--- config.mk ---
export PLATFORM = sky130hd
export DESIGN_NAME = cyc_seq
export DESIGN_NICKNAME = d
export VERILOG_FILES = /design/src/rtl/cyc_seq_pkg.sv /design/src/rtl/cyc_step_ctrl.sv /design/src/rtl/cyc_op_table.sv /design/src/rtl/cyc_bus_decode.sv /design/src/rtl/cyc_seq.sv
export SDC_FILE = /design/constraint.sdc
export NUM_CORES = 1
export LEC_CHECK = 0
export ABC_AREA = 1
export BUFFER_PORTS_ARGS = -buffer_cell sky130_fd_sc_hd__buf_2
export CAP_MARGIN = 15
export CORE_MARGIN = 2
export CORE_UTILIZATION = 45
export CTS_CLUSTER_DIAMETER = 50
export DETAILED_ROUTE_END_ITERATION = 6
export HOLD_SLACK_MARGIN = 0.03
export SYNTH_ARGS = -nofsm -noshare
export SYNTH_HDL_FRONTEND = slang
export SYNTH_SLANG_ARGS = --single-unit
export TNS_END_PERCENT = 50
--- constraint.sdc ---
create_clock -name clk -period 5.1 [get_ports clk]
set_clock_uncertainty 0.1 [all_clocks]
set_input_delay 1.02 -clock clk [delete_from_list [all_inputs] [get_ports clk]]
set_output_delay 1.02 -clock clk [all_outputs]
set_load 0.005 [all_outputs]
--- src/rtl/cyc_seq_pkg.sv ---
package cyc_seq_pkg;

  localparam int SEQ_DEPTH = 12;
  localparam int STEP_W    = $clog2(SEQ_DEPTH);

  typedef logic [STEP_W-1:0] step_t;

  typedef enum logic [3:0] {
    K_NONE     = 4'd0,
    K_PC_INC   = 4'd1,
    K_PC_KEEP  = 4'd2,
    K_PC_DISC  = 4'd3,
    K_RD_INC   = 4'd4,
    K_RD       = 4'd5,
    K_RD_DUMMY = 4'd6,
    K_WR_INC   = 4'd7,
    K_WR_DEC   = 4'd8,
    K_WR       = 4'd9,
    K_PUSH     = 4'd10
  } kind_e;

  typedef enum logic [3:0] {
    M_IMPLIED     = 4'd0,
    M_ACCUM       = 4'd1,
    M_IMPL2       = 4'd2,
    M_FLAG_IMM    = 4'd3,
    M_DIRECT      = 4'd4,
    M_DIR_IDX     = 4'd5,
    M_DIR_IDX_IND = 4'd6,
    M_DIR_IND     = 4'd7,
    M_ABS_CALL    = 4'd8,
    M_ABS_IDX_JMP = 4'd9,
    M_REL_LONG    = 4'd10
  } mode_e;

  typedef enum logic [1:0] {
    A_READ  = 2'd0,
    A_WRITE = 2'd1,
    A_RMW   = 2'd2
  } acc_e;

  typedef enum logic [1:0] {
    S_NONE  = 2'd0,
    S_PC    = 2'd1,
    S_DATA  = 2'd2,
    S_STACK = 2'd3
  } src_e;

  typedef struct packed {
    mode_e mode;
    acc_e  acc;
    logic  wide;
  } cfg_t;

  // Number of cycles before any operand access.
  function automatic step_t prefix_len(mode_e m);
    case (m)
      M_IMPL2, M_FLAG_IMM, M_DIRECT:         prefix_len = step_t'(2);
      M_DIR_IDX, M_REL_LONG:                 prefix_len = step_t'(3);
      M_DIR_IND:                             prefix_len = step_t'(4);
      M_DIR_IDX_IND, M_ABS_CALL,
      M_ABS_IDX_JMP:                         prefix_len = step_t'(5);
      default:                               prefix_len = step_t'(1);
    endcase
  endfunction

  function automatic logic has_operand(mode_e m);
    has_operand = (m == M_DIRECT) || (m == M_DIR_IDX) ||
                  (m == M_DIR_IND) || (m == M_DIR_IDX_IND);
  endfunction

  // Prefix cycle j of mode m (j below prefix_len).
  function automatic kind_e prefix_op(mode_e m, step_t j);
    prefix_op = K_PC_DISC;
    case (m)
      M_FLAG_IMM, M_DIRECT, M_DIR_IDX:
        prefix_op = (j == step_t'(0)) ? K_PC_INC : K_PC_DISC;
      M_REL_LONG:
        prefix_op = (j < step_t'(2)) ? K_PC_INC : K_PC_DISC;
      M_DIR_IND:
        case (j)
          step_t'(0): prefix_op = K_PC_INC;
          step_t'(1): prefix_op = K_PC_DISC;
          step_t'(2): prefix_op = K_RD_INC;
          default:    prefix_op = K_RD;
        endcase
      M_DIR_IDX_IND:
        case (j)
          step_t'(0): prefix_op = K_PC_INC;
          step_t'(3): prefix_op = K_RD_INC;
          step_t'(4): prefix_op = K_RD;
          default:    prefix_op = K_PC_DISC;
        endcase
      M_ABS_CALL, M_ABS_IDX_JMP:
        case (j)
          step_t'(0): prefix_op = K_PC_INC;
          step_t'(1): prefix_op = K_PC_KEEP;
          step_t'(2): prefix_op = K_PC_DISC;
          step_t'(3): prefix_op = (m == M_ABS_CALL) ? K_PUSH : K_RD_INC;
          default:    prefix_op = (m == M_ABS_CALL) ? K_PUSH : K_RD;
        endcase
      default: prefix_op = K_PC_DISC;
    endcase
  endfunction

  function automatic step_t operand_len(acc_e a, logic w);
    case (a)
      A_RMW:   operand_len = w ? step_t'(5) : step_t'(3);
      default: operand_len = w ? step_t'(2) : step_t'(1);
    endcase
  endfunction

  // Operand cycle j (j below operand_len).
  function automatic kind_e operand_op(acc_e a, logic w, step_t j);
    operand_op = K_RD;
    case (a)
      A_WRITE:
        operand_op = (w && j == step_t'(0)) ? K_WR_INC : K_WR;
      A_RMW:
        if (w) begin
          case (j)
            step_t'(0): operand_op = K_RD_INC;
            step_t'(1): operand_op = K_RD;
            step_t'(2): operand_op = K_RD_DUMMY;
            step_t'(3): operand_op = K_WR_DEC;
            default:    operand_op = K_WR;
          endcase
        end else begin
          case (j)
            step_t'(0): operand_op = K_RD;
            step_t'(1): operand_op = K_RD_DUMMY;
            default:    operand_op = K_WR;
          endcase
        end
      default:
        operand_op = (w && j == step_t'(0)) ? K_RD_INC : K_RD;
    endcase
  endfunction

  // Cycle kind at position idx of a whole walk; K_NONE past its end.
  function automatic kind_e op_at(cfg_t c, step_t idx);
    step_t plen;
    step_t rel;
    plen = prefix_len(c.mode);
    rel  = idx - plen;
    if (idx < plen)
      op_at = prefix_op(c.mode, idx);
    else if (has_operand(c.mode) && rel < operand_len(c.acc, c.wide))
      op_at = operand_op(c.acc, c.wide, rel);
    else
      op_at = K_NONE;
  endfunction

endpackage

--- src/rtl/cyc_step_ctrl.sv ---
module cyc_step_ctrl
  import cyc_seq_pkg::*;
(
  input  logic  clk,
  input  logic  rst_n,
  input  logic  start,
  input  logic  ready,
  input  cfg_t  cfg_in,
  input  logic  last,
  output logic  active,
  output step_t step,
  output cfg_t  cfg_q
);

  localparam step_t STEP_ONE = step_t'(1);

  always_ff @(posedge clk) begin
    if (!rst_n) begin
      active <= 1'b0;
      step   <= '0;
      cfg_q  <= '{mode: M_IMPLIED, acc: A_READ, wide: 1'b0};
    end else if (start) begin
      active <= 1'b1;
      step   <= '0;
      cfg_q  <= cfg_in;
    end else if (active && ready) begin
      if (last) begin
        active <= 1'b0;
        step   <= '0;
      end else begin
        step <= step + STEP_ONE;
      end
    end
  end

endmodule

--- src/rtl/cyc_op_table.sv ---
module cyc_op_table
  import cyc_seq_pkg::*;
(
  input  logic  active,
  input  step_t step,
  input  cfg_t  cfg,
  output kind_e kind,
  output logic  last
);

  localparam step_t STEP_ONE = step_t'(1);
  localparam step_t STEP_TOP = step_t'(SEQ_DEPTH - 1);

  kind_e next_kind;

  always_comb begin
    kind      = active ? op_at(cfg, step) : K_NONE;
    next_kind = (step == STEP_TOP) ? K_NONE : op_at(cfg, step + STEP_ONE);
    last      = active && (next_kind == K_NONE);
  end

endmodule

--- src/rtl/cyc_bus_decode.sv ---
module cyc_bus_decode
  import cyc_seq_pkg::*;
(
  input  kind_e kind,
  input  logic  ready,
  output src_e  src,
  output logic  pc_inc,
  output logic  buf_cap,
  output logic  dptr_inc,
  output logic  dptr_dec,
  output logic  wr_en
);

  logic inc_raw, cap_raw, dinc_raw, ddec_raw, wr_raw;

  always_comb begin
    src      = S_NONE;
    inc_raw  = 1'b0;
    cap_raw  = 1'b0;
    dinc_raw = 1'b0;
    ddec_raw = 1'b0;
    wr_raw   = 1'b0;
    case (kind)
      K_PC_INC:   begin src = S_PC;    inc_raw = 1'b1; cap_raw = 1'b1; end
      K_PC_KEEP:  begin src = S_PC;    cap_raw = 1'b1;                 end
      K_PC_DISC:  begin src = S_PC;                                    end
      K_RD_INC:   begin src = S_DATA;  dinc_raw = 1'b1;                end
      K_RD,
      K_RD_DUMMY: begin src = S_DATA;                                  end
      K_WR_INC:   begin src = S_DATA;  dinc_raw = 1'b1; wr_raw = 1'b1; end
      K_WR_DEC:   begin src = S_DATA;  ddec_raw = 1'b1; wr_raw = 1'b1; end
      K_WR:       begin src = S_DATA;  wr_raw = 1'b1;                  end
      K_PUSH:     begin src = S_STACK; wr_raw = 1'b1;                  end
      default:    src = S_NONE;
    endcase
    // A stalled cycle repeats on the bus but commits nothing.
    pc_inc   = inc_raw  & ready;
    buf_cap  = cap_raw  & ready;
    dptr_inc = dinc_raw & ready;
    dptr_dec = ddec_raw & ready;
    wr_en    = wr_raw   & ready;
  end

endmodule

--- src/rtl/cyc_seq.sv ---
module cyc_seq
  import cyc_seq_pkg::*;
(
  input  logic       clk,
  input  logic       rst_n,
  input  logic       start,
  input  logic       ready,
  input  logic [3:0] mode_i,
  input  logic [1:0] access_i,
  input  logic       wide_i,
  output logic       busy,
  output logic [3:0] kind_o,
  output logic [1:0] addr_src_o,
  output logic       pc_inc_o,
  output logic       buf_cap_o,
  output logic       dptr_inc_o,
  output logic       dptr_dec_o,
  output logic       wr_en_o,
  output logic       last_o
);

  cfg_t  cfg_in;
  cfg_t  cfg_q;
  step_t step_q;
  logic  active;
  logic  last_w;
  kind_e kind_w;
  src_e  src_w;

  always_comb begin
    cfg_in.mode = mode_e'(mode_i);
    cfg_in.acc  = (access_i == 2'd3) ? A_READ : acc_e'(access_i);
    cfg_in.wide = wide_i;
  end

  cyc_step_ctrl i_ctrl (
    .clk    (clk),
    .rst_n  (rst_n),
    .start  (start),
    .ready  (ready),
    .cfg_in (cfg_in),
    .last   (last_w),
    .active (active),
    .step   (step_q),
    .cfg_q  (cfg_q)
  );

  cyc_op_table i_table (
    .active (active),
    .step   (step_q),
    .cfg    (cfg_q),
    .kind   (kind_w),
    .last   (last_w)
  );

  cyc_bus_decode i_dec (
    .kind     (kind_w),
    .ready    (ready),
    .src      (src_w),
    .pc_inc   (pc_inc_o),
    .buf_cap  (buf_cap_o),
    .dptr_inc (dptr_inc_o),
    .dptr_dec (dptr_dec_o),
    .wr_en    (wr_en_o)
  );

  assign busy       = active;
  assign kind_o     = kind_w;
  assign addr_src_o = src_w;
  assign last_o     = last_w;

endmodule

### After elaboration in Yosys (flattened, before gate mapping)

Memories as Yosys holds them, arrays and structs flattened. A register that Yosys moved wholly into a read port is not among the register bits.
Index checks and enable logic that the tools add are counted.

* flip-flop bits (word level): 12
* ROM bits: 96
* input port bits: 11
* word-level logic and storage cells: 135
* memories kept: 2

* add/sub/neg operators: 3
* magnitude comparators: 6
* eq/ne operators: 36
* muxes and demuxes: 52
* bitwise operators: 6
* reduce and logical (&&, ||, !) cells: 25

Memories
* (no name shown): depth 16, width 3, read ports 1, clocked after Yosys merged registers in 1, wr ports 0, RTL line cyc_seq_pkg.sv:57 `case (m)`
* (no name shown): depth 16, width 3, read ports 1, clocked after Yosys merged registers in 1, wr ports 0, RTL line cyc_seq_pkg.sv:57

Operators by type and width (number)
* $mux 4: 20
* $pmux 4 s4: 4
* $eq 4x2->1 const B: 11
* $eq 4x3->1 const B: 10
* $pmux 4 s5: 2
* $pmux 3 s3: 4
* $pmux 4 s2: 4
* $eq 4x4->1 const B: 7
* $eq 4x1->1 const B: 5
* $logic_not 4->1: 5
* $lt 4x4->1: 4
* $mux 2: 6
* $mux 1: 10
* $lt 4x2->1 const B: 2
* $reduce_or 2->1: 4
* $sub 4x4->4: 2
* $logic_and 1x1->1: 6
* $pmux 2 s3: 1
* $reduce_or 3->1: 2
* $reduce_or 6->1: 1
* $and 1x1->1: 5
* $add 4x1->4 const B: 1
* $eq 2x2->1 const B: 2
* $reduce_bool 2->1: 2
* 6 further kinds: 8

### Logic depth before layout (Yosys ltp)

Gate-level depths: netlist of run 1.

* depth after elaboration: 14
* depth in mapped cells: 19
* depth with buffers taken out: 19

### Hierarchy

Synthesis of run 1 repeated with hierarchy kept, for this count alone.

* cell total of the unflattened synthesis: 275
* area total of the unflattened synthesis: 1717.9 µm²

By module, submodules not included
* cyc_op_table: times used 1, cells each 184, area each 1113.6 µm², sequential area each 0.0 µm²
* cyc_step_ctrl: times used 1, cells each 63, area each 475.5 µm², sequential area each 240.2 µm²
* cyc_bus_decode: times used 1, cells each 24, area each 113.9 µm², sequential area each 0.0 µm²
* cyc_seq: times used 1, cells each 4, area each 15.0 µm², sequential area each 0.0 µm²

### Worst setup path after synthesis of run 1

Ideal clock, no wire load.

* kind: reg-to-output
* from: register i_ctrl.step[0]
* to: output port wr_en_o
* arrival: 2703 ps
* data required time: 3980 ps
* path slack: 1277 ps
* stages on the path, launching flop included: 18
* path through: dfxtp_1 -> inv_1 -> ha_1 -> fa_1 -> or2_4 -> nand2_8 -> inv_1 -> ha_1 -> inv_1 -> nor2_1 -> nor3_2 -> nand2_1 -> o21bai_1 -> nand2_1 -> nand2_4 -> nor2_1 -> nand2_1 -> a21oi_2

* word-level cells in the longest chain between the ends: 12
* elaborated cells between the ends (all ways): 37
* those cells by class: 1 x add/sub; 3 x order compare; 11 x eq/ne; 16 x mux; 1 x bitwise; 5 x reduce/logical

Ends and longest elaborated chain
* start: declaration: RTL line cyc_step_ctrl.sv:11 `output step_t step,`
* start signal: assignment: RTL line cyc_step_ctrl.sv:31 `step <= step + STEP_ONE;`
* $sub 4x4->4: RTL line cyc_seq_pkg.sv:145 `rel = idx - plen;`
* $eq 4x2->1 (tied with other cells): RTL line cyc_seq_pkg.sv:121 `case (j)`
* $pmux 4 s4 (tied with other cells): RTL line cyc_seq_pkg.sv:121
* $mux 4 (tied with other cells): RTL line cyc_seq_pkg.sv:120 `if (w) begin`
* $pmux 4 s2: RTL line cyc_seq_pkg.sv:116 `case (a)`
* $mux 4: RTL line cyc_seq_pkg.sv:148 `else if (has_operand(c.mode) && rel < operand_len(c.acc, c.wide))`
* $mux 4 (*): RTL line cyc_seq_pkg.sv:146 `if (idx < plen)`
* $mux 4 (*): RTL line cyc_op_table.sv:17 `kind = active ? op_at(cfg, step) : K_NONE;`
* $eq 4x3->1 / $eq 4x4->1 (equally long branches): RTL line cyc_bus_decode.sv:23 `case (kind)`
* $reduce_or 4->1 (no line) (*)
* $mux 1 (*): RTL line cyc_bus_decode.sv:23
* $and 1x1->1 (*): RTL line cyc_bus_decode.sv:41 `wr_en = wr_raw & ready;`
* end: declaration: RTL line cyc_seq.sv:18 `output logic wr_en_o,`

Every way passes the cells marked *; elsewhere a longest branch is shown, timed or not.

### Final worst setup path of run 1

Same ends and word-level chain as after synthesis.

==> run metrics, run 1 <==
CP max stage cell fa_1; Max FO, Critical Path 6; area grow syn2layout 12.0%; minimum clock period approximately 4.4 ns; Cell Rows 22; Max-cap violations 0; routability cong. approximately 0.88; Post-Synth XOR/XNOR Area under 10%; Slew Limit Fails 0; Compound-Gate Fraction of Synth Area between 10% and 20%; synth warn 0; flops & latches, synth 15; Setup Fix Bufs, Post-CTS 0; WS Path Type reg -> out; worst hold-check path type reg -> reg; CTS buffer count 3; first-pass GRT wire length between 7000 and 8000 µm; mux cell area share after synthesis 0%; Post-Syn Instances about 280; # DRC 0; via count 1801; setup TNS 0 ns; CP peak stage delay roughly 0.6 ns; area leader, netlist dfxtp_1; status completed; clk slew on worst S/H paths approximately 0.060 ns; vias in the first global route around 1700; largest net degree at the start of global routing 12; Die Y slightly below 70 µm; Synth Cell Area 1800 µm²; die area 4530 µm²; syn avg cell area 6.39 µm²; initial antenna violation count 0; Initial Util 48.1%; Adder-Cell Fraction of Synth Area between 15 and 20%; cts hold-fix bufs 0; clk sinks 15; PortBufs 23; Cell Area, Placed just under 2000 µm²; CTS max path bufs 2; Cell Chain, Critical Path inv_1 > ha_1 > fa_1 > inv_1 > ha_1 > a21oi_1 > nor2_1 > nor3_2 > nand2_1 > o21bai_1 > nand2_1 > nand2_4 > nor2_1 > nand2_1 > a21oi_2 > buf_2; final wirelength 4130 µm; most frequent cells in the layout nand2_1 (68), inv_1 (50), nand3_1 (26), buf_2 (23), ha_1 (22); worst vdd ir approximately 0.15 mV; simple-gate share of the synthesized area approximately 37%; most common cell after layout, fill and taps aside nand2_1; post-synthesis sequential area ratio around 17%; RSZ-0062 raised after global routing no; placed cell count 352; worst skew pair latency 0.25 ns; Worst Tran Pin Value 0.327 ns; DRT iter0 DRCs 62; layout cells sized above 1 approximately a fifth; post-cts sizing count 0; CP dominant cell by count nand2_1; TritonCTS clock tree built; combinational family with the most area after synthesis simple AND/OR/NAND/NOR gates; Setup-failing EPs final 0; Die X-Extent just under 70 µm; Final Hold Vio Count 0; clk root buf clkbuf_8; Tcrit/Tclk final 85.9%; DRT antenna net count 0; fin util 53.9%; relative slew slack approximately four fifths; Synthesized Nets about 320; Leak between 1 and 1.5 nW; CP startpoint kind flop; worst-case hold slack between 0.4 and 0.5 ns; achievable clock frequency between 0.2 and 0.25 GHz; grt total ovfl 0; Cell variety after synth 30; Antenna Cells 0; Synth area leaders dfxtp_1 (17%), ha_1 (15%), nand2_1 (14%); HPWL after DPL between 3000 and 4000 µm; # IOs 24; cell area after layout roughly 2000 µm²; H-tree depth 1; WP buf/inv 3; vias per cell between 5 and 6; WL per Instance ~12 µm; CORE AREA roughly 3700 µm²; fillers between 400 and 500; pwr/cell area 190 nW/µm²; critical path arrival approximately 3.3 ns; Tot GR Track Use approximately 21%; Top Family by Delay on Critical Path adder cells; fin nets around 340; nature of the critical path endpoint primary output; CP required a little under 4 ns; final std cells w/o fill between 300 and 400; router iterations before antenna repair 4; Synth top area share ~17%
metrics by stage:
step | power (mW) | setup slack [ns]
finish | 0.384 | 0.717
global route | 0.417 | 0.462
CTS | 0.388 | 0.696
detailed placement | 0.288 | 0.984
global placement | 0.286 | 1.05
floorplan | 0.246 | 1.28
path summary, 6_finish.rpt:
path | depth (start not counted) | from | slack [ns] | endpoint
worst min-delay path | 2 | i_ctrl.cfg_q[2] | 0.41 | i_ctrl.cfg_q[2]
worst max-delay path | 16 | i_ctrl.step[0] | 0.72 | wr_en_o
worst min register to register | 2 | i_ctrl.cfg_q[2] | 0.41 | i_ctrl.cfg_q[2]
worst max register to register | 14 | i_ctrl.step[1] | 1.98 | i_ctrl.step[3]
tightest hold or removal path, delay by kind of cell, from the launching register on:
| kind | cells | cell delay (ns) |
|---|---|---|
| DFF | 1 | 0.31 |
| AOI/OAI and AO/OA | 1 | 0.08 |
| buffers and inverters | 1 | 0.06 |
final cells by class:
| cell class | count | area [µm²] | area share, % |
|---|---|---|---|
| clock buffer | 4 | 45.0 | 2.23 |
| inverter | 58 | 218 | 10.8 |
| multi-input combinational | 208 | 1280 | 63.4 |
| sequential | 15 | 300 | 14.9 |
| tap | 48 | 60.1 | 2.98 |
| timing repair buffer | 23 | 115 | 5.70 |
synth_stat cells (all sizes together):
cell type / n
o32ai: 1
fa: 2
or2: 1
o211ai: 1
dfxtp: 15
nand2: 79
inv: 58
o21ai: 20
nor2: 21
ha: 22
clkbuf: 1
nand3: 26
nor3: 6
o21a: 4
nand4: 4
a21oi: 13
xor2: 4
o22ai: 2
o21bai: 1
a31oi: 1
metal layers:
layer / share of wire, % / routed length (µm) / track usage [%]
met4: 0.85 / 35 / 4.59
met5: 0 / 0 / 0
met2: 48 / 1990 / 38.6
met3: 3.9 / 162 / 2.50
met1: 47 / 1950 / 25.2
logic make-up after synthesis:
logic type / after synthesis
and+or+nand+nor: 137
AOI/OAI and AO/OA: 43
DFF: 15
adders and majority gates: 24
xor gates and xnor gates: 4
buffers and inverters: 59
report_power, final:
| part | switching (mW) | internal, mW | leakage [nW] |
|---|---|---|---|
| combinational | 0.0960 | 0.0577 | 0.926 |
| sequential | 0.00699 | 0.124 | 0.123 |
| clock | 0.0443 | 0.0555 | 0.0228 |
| total | 0.147 | 0.237 | 1.07 |
Power figures use the tool's default switching activity.
==> inputs of run 2 (changes only) <==
--- a/config.mk
+++ b/config.mk
@@ -9,10 +9,11 @@
 export BUFFER_PORTS_ARGS = -buffer_cell sky130_fd_sc_hd__buf_2
 export CAP_MARGIN = 15
 export CORE_MARGIN = 2
-export CORE_UTILIZATION = 45
+export CORE_UTILIZATION = 51
 export CTS_CLUSTER_DIAMETER = 50
 export DETAILED_ROUTE_END_ITERATION = 6
 export HOLD_SLACK_MARGIN = 0.03
+export PLACE_DENSITY = 0.72
 export SYNTH_ARGS = -nofsm -noshare
 export SYNTH_HDL_FRONTEND = slang
 export SYNTH_SLANG_ARGS = --single-unit
==> run metrics, run 2 (synthesized netlist as in run 1, its figures left out) <==
grt total ovfl 0 (unchanged); Final Hold Vio Count 0 (unchanged); Initial Util 53.6% (+5.4 points); Antenna Cells 0 (unchanged); initial antenna violation count 0 (unchanged); most frequent cells in the layout nand2_1 (68), inv_1 (50), nand3_1 (26), buf_2 (23), ha_1 (22); achievable clock frequency 0.223 GHz (-2.2%); gr busiest metal met2; status completed; sequential share of power 36.8% (+2.8 points); # IOs 24 (unchanged); worst vdd ir 0.131 mV (-10%); clk slew on worst S/H paths 0.09 ns (+0.03 ns); area occupied by registers 300 µm² (unchanged); worst hold-check path type reg -> reg; Tot GR Track Use 21.9% (+1.2 points); Setup-failing EPs final 0 (unchanged); Die Y 63.4 µm (-5.7%); worst skew pair latency 0.30 ns (+0.05 ns); post-cts sizing count 0 (unchanged); largest net degree at the start of global routing 12 (unchanged); Leak 1.07 nW (-0.47%); vias per cell 5.03 (-0.55%); WP buf/inv 4 (+1); die area 4020 µm² (-11%); met3 Use GR 1.61% (-0.89 points); via count 1781 (-1.1%); most common cell after layout, fill and taps aside nand2_1; WL per Instance 11.2 µm (-3.1%); nature of the critical path endpoint primary output; M1 GR Usage 26.4% (+1.1 points); Power Internal 0.210 mW (-11%); H-tree depth 1 (unchanged); HPWL after DPL 3390 µm (-4.4%); Max FO, Critical Path 7 (+1); total power 0.355 mW (-7.6%); router iterations before antenna repair 4 (unchanged); critical path arrival 3.36 ns (+0.10 ns); area grow syn2layout 10.9%; fin nets 344 (unchanged); # DRC 0 (unchanged); Top Family by Delay on Critical Path simple AND/OR/NAND/NOR gates; relative slew slack 78.3% (+0.16 points); sw frac 40.8% (+2.5 points); CP peak stage delay 0.43 ns (-0.16 ns); Cell Rows 21 (-4.5%); Cell Chain, Critical Path inv_1 > ha_1 > fa_1 > or2_4 > nand2_8 > inv_1 > ha_1 > inv_1 > nor2_1 > nor3_2 > nand2_1 > o21bai_1 > nand2_1 > nand2_4 > nor2_1 > nand2_1 > a21oi_1 > buf_2; Tcrit/Tclk final 87.9% (+2.0 points); vias in the first global route 1745 (+0.46%); minimum clock period 4.48 ns (+0.101 ns); Setup WS post-layout 0.616 ns (-0.101 ns); Psw 0.145 mW (-1.6%); cell area after layout 2000 µm² (-0.99%); CORE AREA 3360 µm² (-10%); cts hold-fix bufs 0 (unchanged); fillers 355 (-12%); CTS max path bufs 2 (unchanged); clock power share 20.4% (-5.6 points); Max-cap violations 0 (unchanged); Post-Place Worst Slack 0.941 ns (-0.0428 ns); Slew Limit Fails 0 (unchanged); DRT antenna net count 0 (unchanged); WS Path Type reg -> out; final wirelength 3980 µm (-3.6%); global routing usage on met2 40.7% (+2.0 points); PortBufs 23 (unchanged); CP required 3.98 ns (about the same); Logic pwr share 42.8% (+2.8 points); TritonCTS clock tree built; Die X-Extent 63.4 µm (-5.7%); routability cong. 0.840 (-4.6%); CTS buffer count 3 (unchanged); RSZ-0062 raised after global routing no; Worst Tran Pin Value 0.324 ns (-0.00313 ns); CP startpoint kind flop; CP max stage cell dfxtp_1; clk sinks 15 (unchanged); pwr/cell area 178 nW/µm² (-6.6%); Cell Area, Placed 1970 µm² (-0.13%); DRT iter0 DRCs 77 (+24%); area of the multi-input gates 1280 µm² (unchanged); first-pass GRT wire length 7230 µm (-0.19%); setup TNS 0 ns (unchanged); clk root buf clkbuf_4; Setup Fix Bufs, Post-CTS 0 (unchanged); layout cells sized above 1 19.5% (+0.32 points)
run 2: cell count changes in the layout (fill, tap and decap cells not counted):
cell | previous run | this run
clkbuf_4 | 0 | 3
clkinv_2 | 0 | 1
clkbuf_1 | 1 | 0
clkbuf_8 | 3 | 0
run 2: layout make-up:
type	count	area share, %
timing repair buffer	23	5.76
multi-input combinational	208	64.1
sequential	15	15.0
inverter	58	10.9
clock inverter	1	0.250
clock buffer	3	1.13
tap	46	2.88
run 2: path summary, 6_finish.rpt:
check	start	end	slack, ns	cells past startpoint
worst max-delay path	i_ctrl.step[0]	dptr_inc_o	0.62	18
worst min-delay path	i_ctrl.cfg_q[2]	i_ctrl.cfg_q[2]	0.42	2
worst max register to register	i_ctrl.step[1]	i_ctrl.step[3]	1.94	14
worst min register to register	i_ctrl.cfg_q[2]	i_ctrl.cfg_q[2]	0.42	2
run 2: through the flow:
step / std cells / utilization (%) / hold slack (ns)
after floorplan: 282 / - / 0.373
after global placement: 350 / 58.6 / 0.391
after detailed placement: 350 / 58.6 / 0.406
after CTS: 354 / 59.4 / 0.423
after global routing: 354 / 59.4 / 0.442
final: 354 / 59.4 / 0.415
run 2: routing by layer:
metal / vias up / share of wire [%]
met5: - / 0
met4: 0 / 1.8
met3: 7 / 3.0
met2: 30 / 49
met1: 792 / 46
li1: 952 / -
run 2: tightest hold or removal path, stage by stage, from the launching register on:
cell	delay, ns
dfxtp_1	0.32
inv_1	0.07
o21ai_0	0.08
run 2: power by group through the flow:
stage                     registers (mW)  clock network (mW)  logic, mW
after CTS                          0.131              0.0753      0.153
after detailed placement           0.134                   0      0.152
after global placement             0.133                   0      0.150
after floorplan                    0.132                   0      0.114
final                              0.131              0.0723      0.152
after global routing               0.132              0.0789      0.176
==> inputs of run 3 (changes only) <==
==> constraint.sdc (replaced) <==
create_clock -name clk -period 5.1 [get_ports clk]
set_clock_uncertainty 0.1 [all_clocks]
set_input_delay 1.275 -clock clk [delete_from_list [all_inputs] [get_ports clk]]
set_output_delay 1.275 -clock clk [all_outputs]
set_load 0.005 [all_outputs]
==> run metrics, run 3 (synthesized netlist as in run 1, its figures left out) <==
cell area after layout 2000 µm² (about the same); CTS max path bufs 2 (unchanged); WHS Path Cells 2 (unchanged); TritonCTS clock tree built; Max FO, Critical Path 7 (unchanged); vias in the first global route 1735 (-0.57%); most common cell after layout, fill and taps aside nand2_1; largest net degree at the start of global routing 12 (unchanged); Initial Util 53.6% (unchanged); final std cells w/o fill 354 (unchanged); minimum clock period 4.73 ns (+0.242 ns); Psw 0.144 mW (-0.77%); Max-cap violations 0 (unchanged); Cell Area, Placed 1970 µm² (unchanged); relative slew slack 78.5% (+0.16 points); Slew Limit Fails 0 (unchanged); Cell Rows 21 (unchanged); final wirelength 4010 µm (+0.85%); DRT iter0 DRCs 102 (+32%); Setup Fix Bufs, Post-CTS 0 (unchanged); Antenna Cells 0 (unchanged); nature of the critical path endpoint primary output; CORE AREA 3360 µm² (unchanged); setup TNS 0 ns (unchanged); placed cell count 350 (unchanged); worst skew pair latency 0.30 ns (about the same); fin util 59.4% (about the same); clock power share 20.4% (about the same); Die Y 63.4 µm (unchanged); area grow syn2layout 10.8% (about the same); cts hold-fix bufs 0 (unchanged); # IOs 24 (unchanged); router iterations before antenna repair 4 (unchanged); most frequent cells in the layout nand2_1 (68), inv_1 (50), nand3_1 (26), buf_2 (23), ha_1 (22); CTS buffer count 3 (unchanged); Power Internal 0.211 mW (+0.61%); initial antenna violation count 0 (unchanged); worst hold-check path type reg -> reg; clk root buf clkbuf_4; CP max stage cell dfxtp_1; PortBufs 23 (unchanged); worst vdd ir 0.148 mV (+14%); first-pass GRT wire length 7490 µm (+3.5%); RSZ-0062 raised after global routing no; via count 1768 (-0.73%); post-cts sizing count 0 (unchanged); status completed; critical path arrival 3.35 ns (about the same); routability cong. 0.840 (about the same); reg2reg path depth 14 (unchanged); H-tree depth 1 (unchanged); WL per Instance 11.3 µm (+0.85%); sequential share of power 36.9% (about the same); sw frac 40.5% (-0.33 points); WS Path Type reg -> out; grt total ovfl 0 (unchanged); Cell Chain, Critical Path inv_1 > ha_1 > fa_1 > or2_4 > nand2_8 > inv_1 > ha_1 > inv_1 > nor2_1 > nor3_2 > nand2_1 > o21bai_1 > nand2_1 > nand2_4 > nor2_1 > nand2_1 > a21oi_2 > buf_2; die area 4020 µm² (unchanged); CP required 3.72 ns (-0.26 ns); Tot GR Track Use 22.7% (+0.80 points); # DRC 0 (unchanged); HPWL after DPL 3390 µm (unchanged); CP startpoint kind flop; Worst Tran Pin Value 0.322 ns (-0.00167 ns); Logic pwr share 42.7% (about the same); Setup-failing EPs final 0 (unchanged); layout cells sized above 1 19.2% (-0.32 points); pwr/cell area 178 nW/µm² (+0.11%); vias per cell 4.99 (-0.73%); DRT antenna net count 0 (unchanged); clk slew on worst S/H paths 0.09 ns (about the same); Die X-Extent 63.4 µm (unchanged); Tcrit/Tclk final 92.7% (+4.8 points); fin nets 344 (unchanged); Leak 1.06 nW (-0.26%); clk sinks 15 (unchanged); CP peak stage delay 0.43 ns (about the same); Final Hold Vio Count 0 (unchanged); achievable clock frequency 0.212 GHz (-5.1%)
## run 3: cell types whose count changed in the layout (fill, tap and decap cells not counted), sizes merged
cell	before	now
clkinv	1	0
clkbuf	3	4
## run 3: power groups by stage
stage	clock network [mW]	logic (mW)	registers (mW)
finish	0.0724	0.152	0.131
global placement	0	0.150	0.133
floorplan	0	0.114	0.132
global route	0.0776	0.176	0.132
detailed placement	0	0.152	0.134
CTS	0.0754	0.153	0.131
## run 3: metal layers
metal | global-route usage [%] | vias to the layer above | share of wire (%)
met5 | 0 | - | 0
met4 | 7.61 | 0 | 2.1
met3 | 2.14 | 9 | 2.3
met2 | 40.7 | 28 | 50
met1 | 28.3 | 784 | 46
li1 | - | 947 | -
## run 3: path summary, 6_finish.rpt
path	startpoint	endpoint	slack, ns
max	i_ctrl.step[0]	wr_en_o	0.37
max reg2reg	i_ctrl.step[1]	i_ctrl.step[3]	2.00
min reg2reg	i_ctrl.cfg_q[2]	i_ctrl.cfg_q[2]	0.42
min	i_ctrl.cfg_q[2]	i_ctrl.cfg_q[2]	0.42
## run 3: layout make-up
type / instances / area (µm²)
fillers: 361 / 1370
multi-input cells: 208 / 1280
flip-flops and latches: 15 / 300
inverters: 58 / 218
repair buffers: 23 / 115
well taps: 46 / 57.6
clock buffers: 4 / 26.3
## run 3: worst max-delay path: cells and delay by family, from the launching register on
kind                     cells  cell delay [ns]
AO/OA/AOI/OAI                2             0.29
adder cells (fa/ha/maj)      3             0.89
buffers and inverters        4             0.35
flip-flops                   1             0.43
AND/OR/NAND/NOR              9             1.11
## run 3: per-stage QoR
| stage | hold slack [ns] | power [mW] | worst slack (ns) |
|---|---|---|---|
| floorplan | 0.373 | 0.246 | 1.02 |
| global placement | 0.391 | 0.283 | 0.796 |
| detailed placement | 0.403 | 0.286 | 0.682 |
| CTS | 0.420 | 0.359 | 0.357 |
| global route | 0.440 | 0.386 | 0.0740 |
| finish | 0.416 | 0.355 | 0.374 |
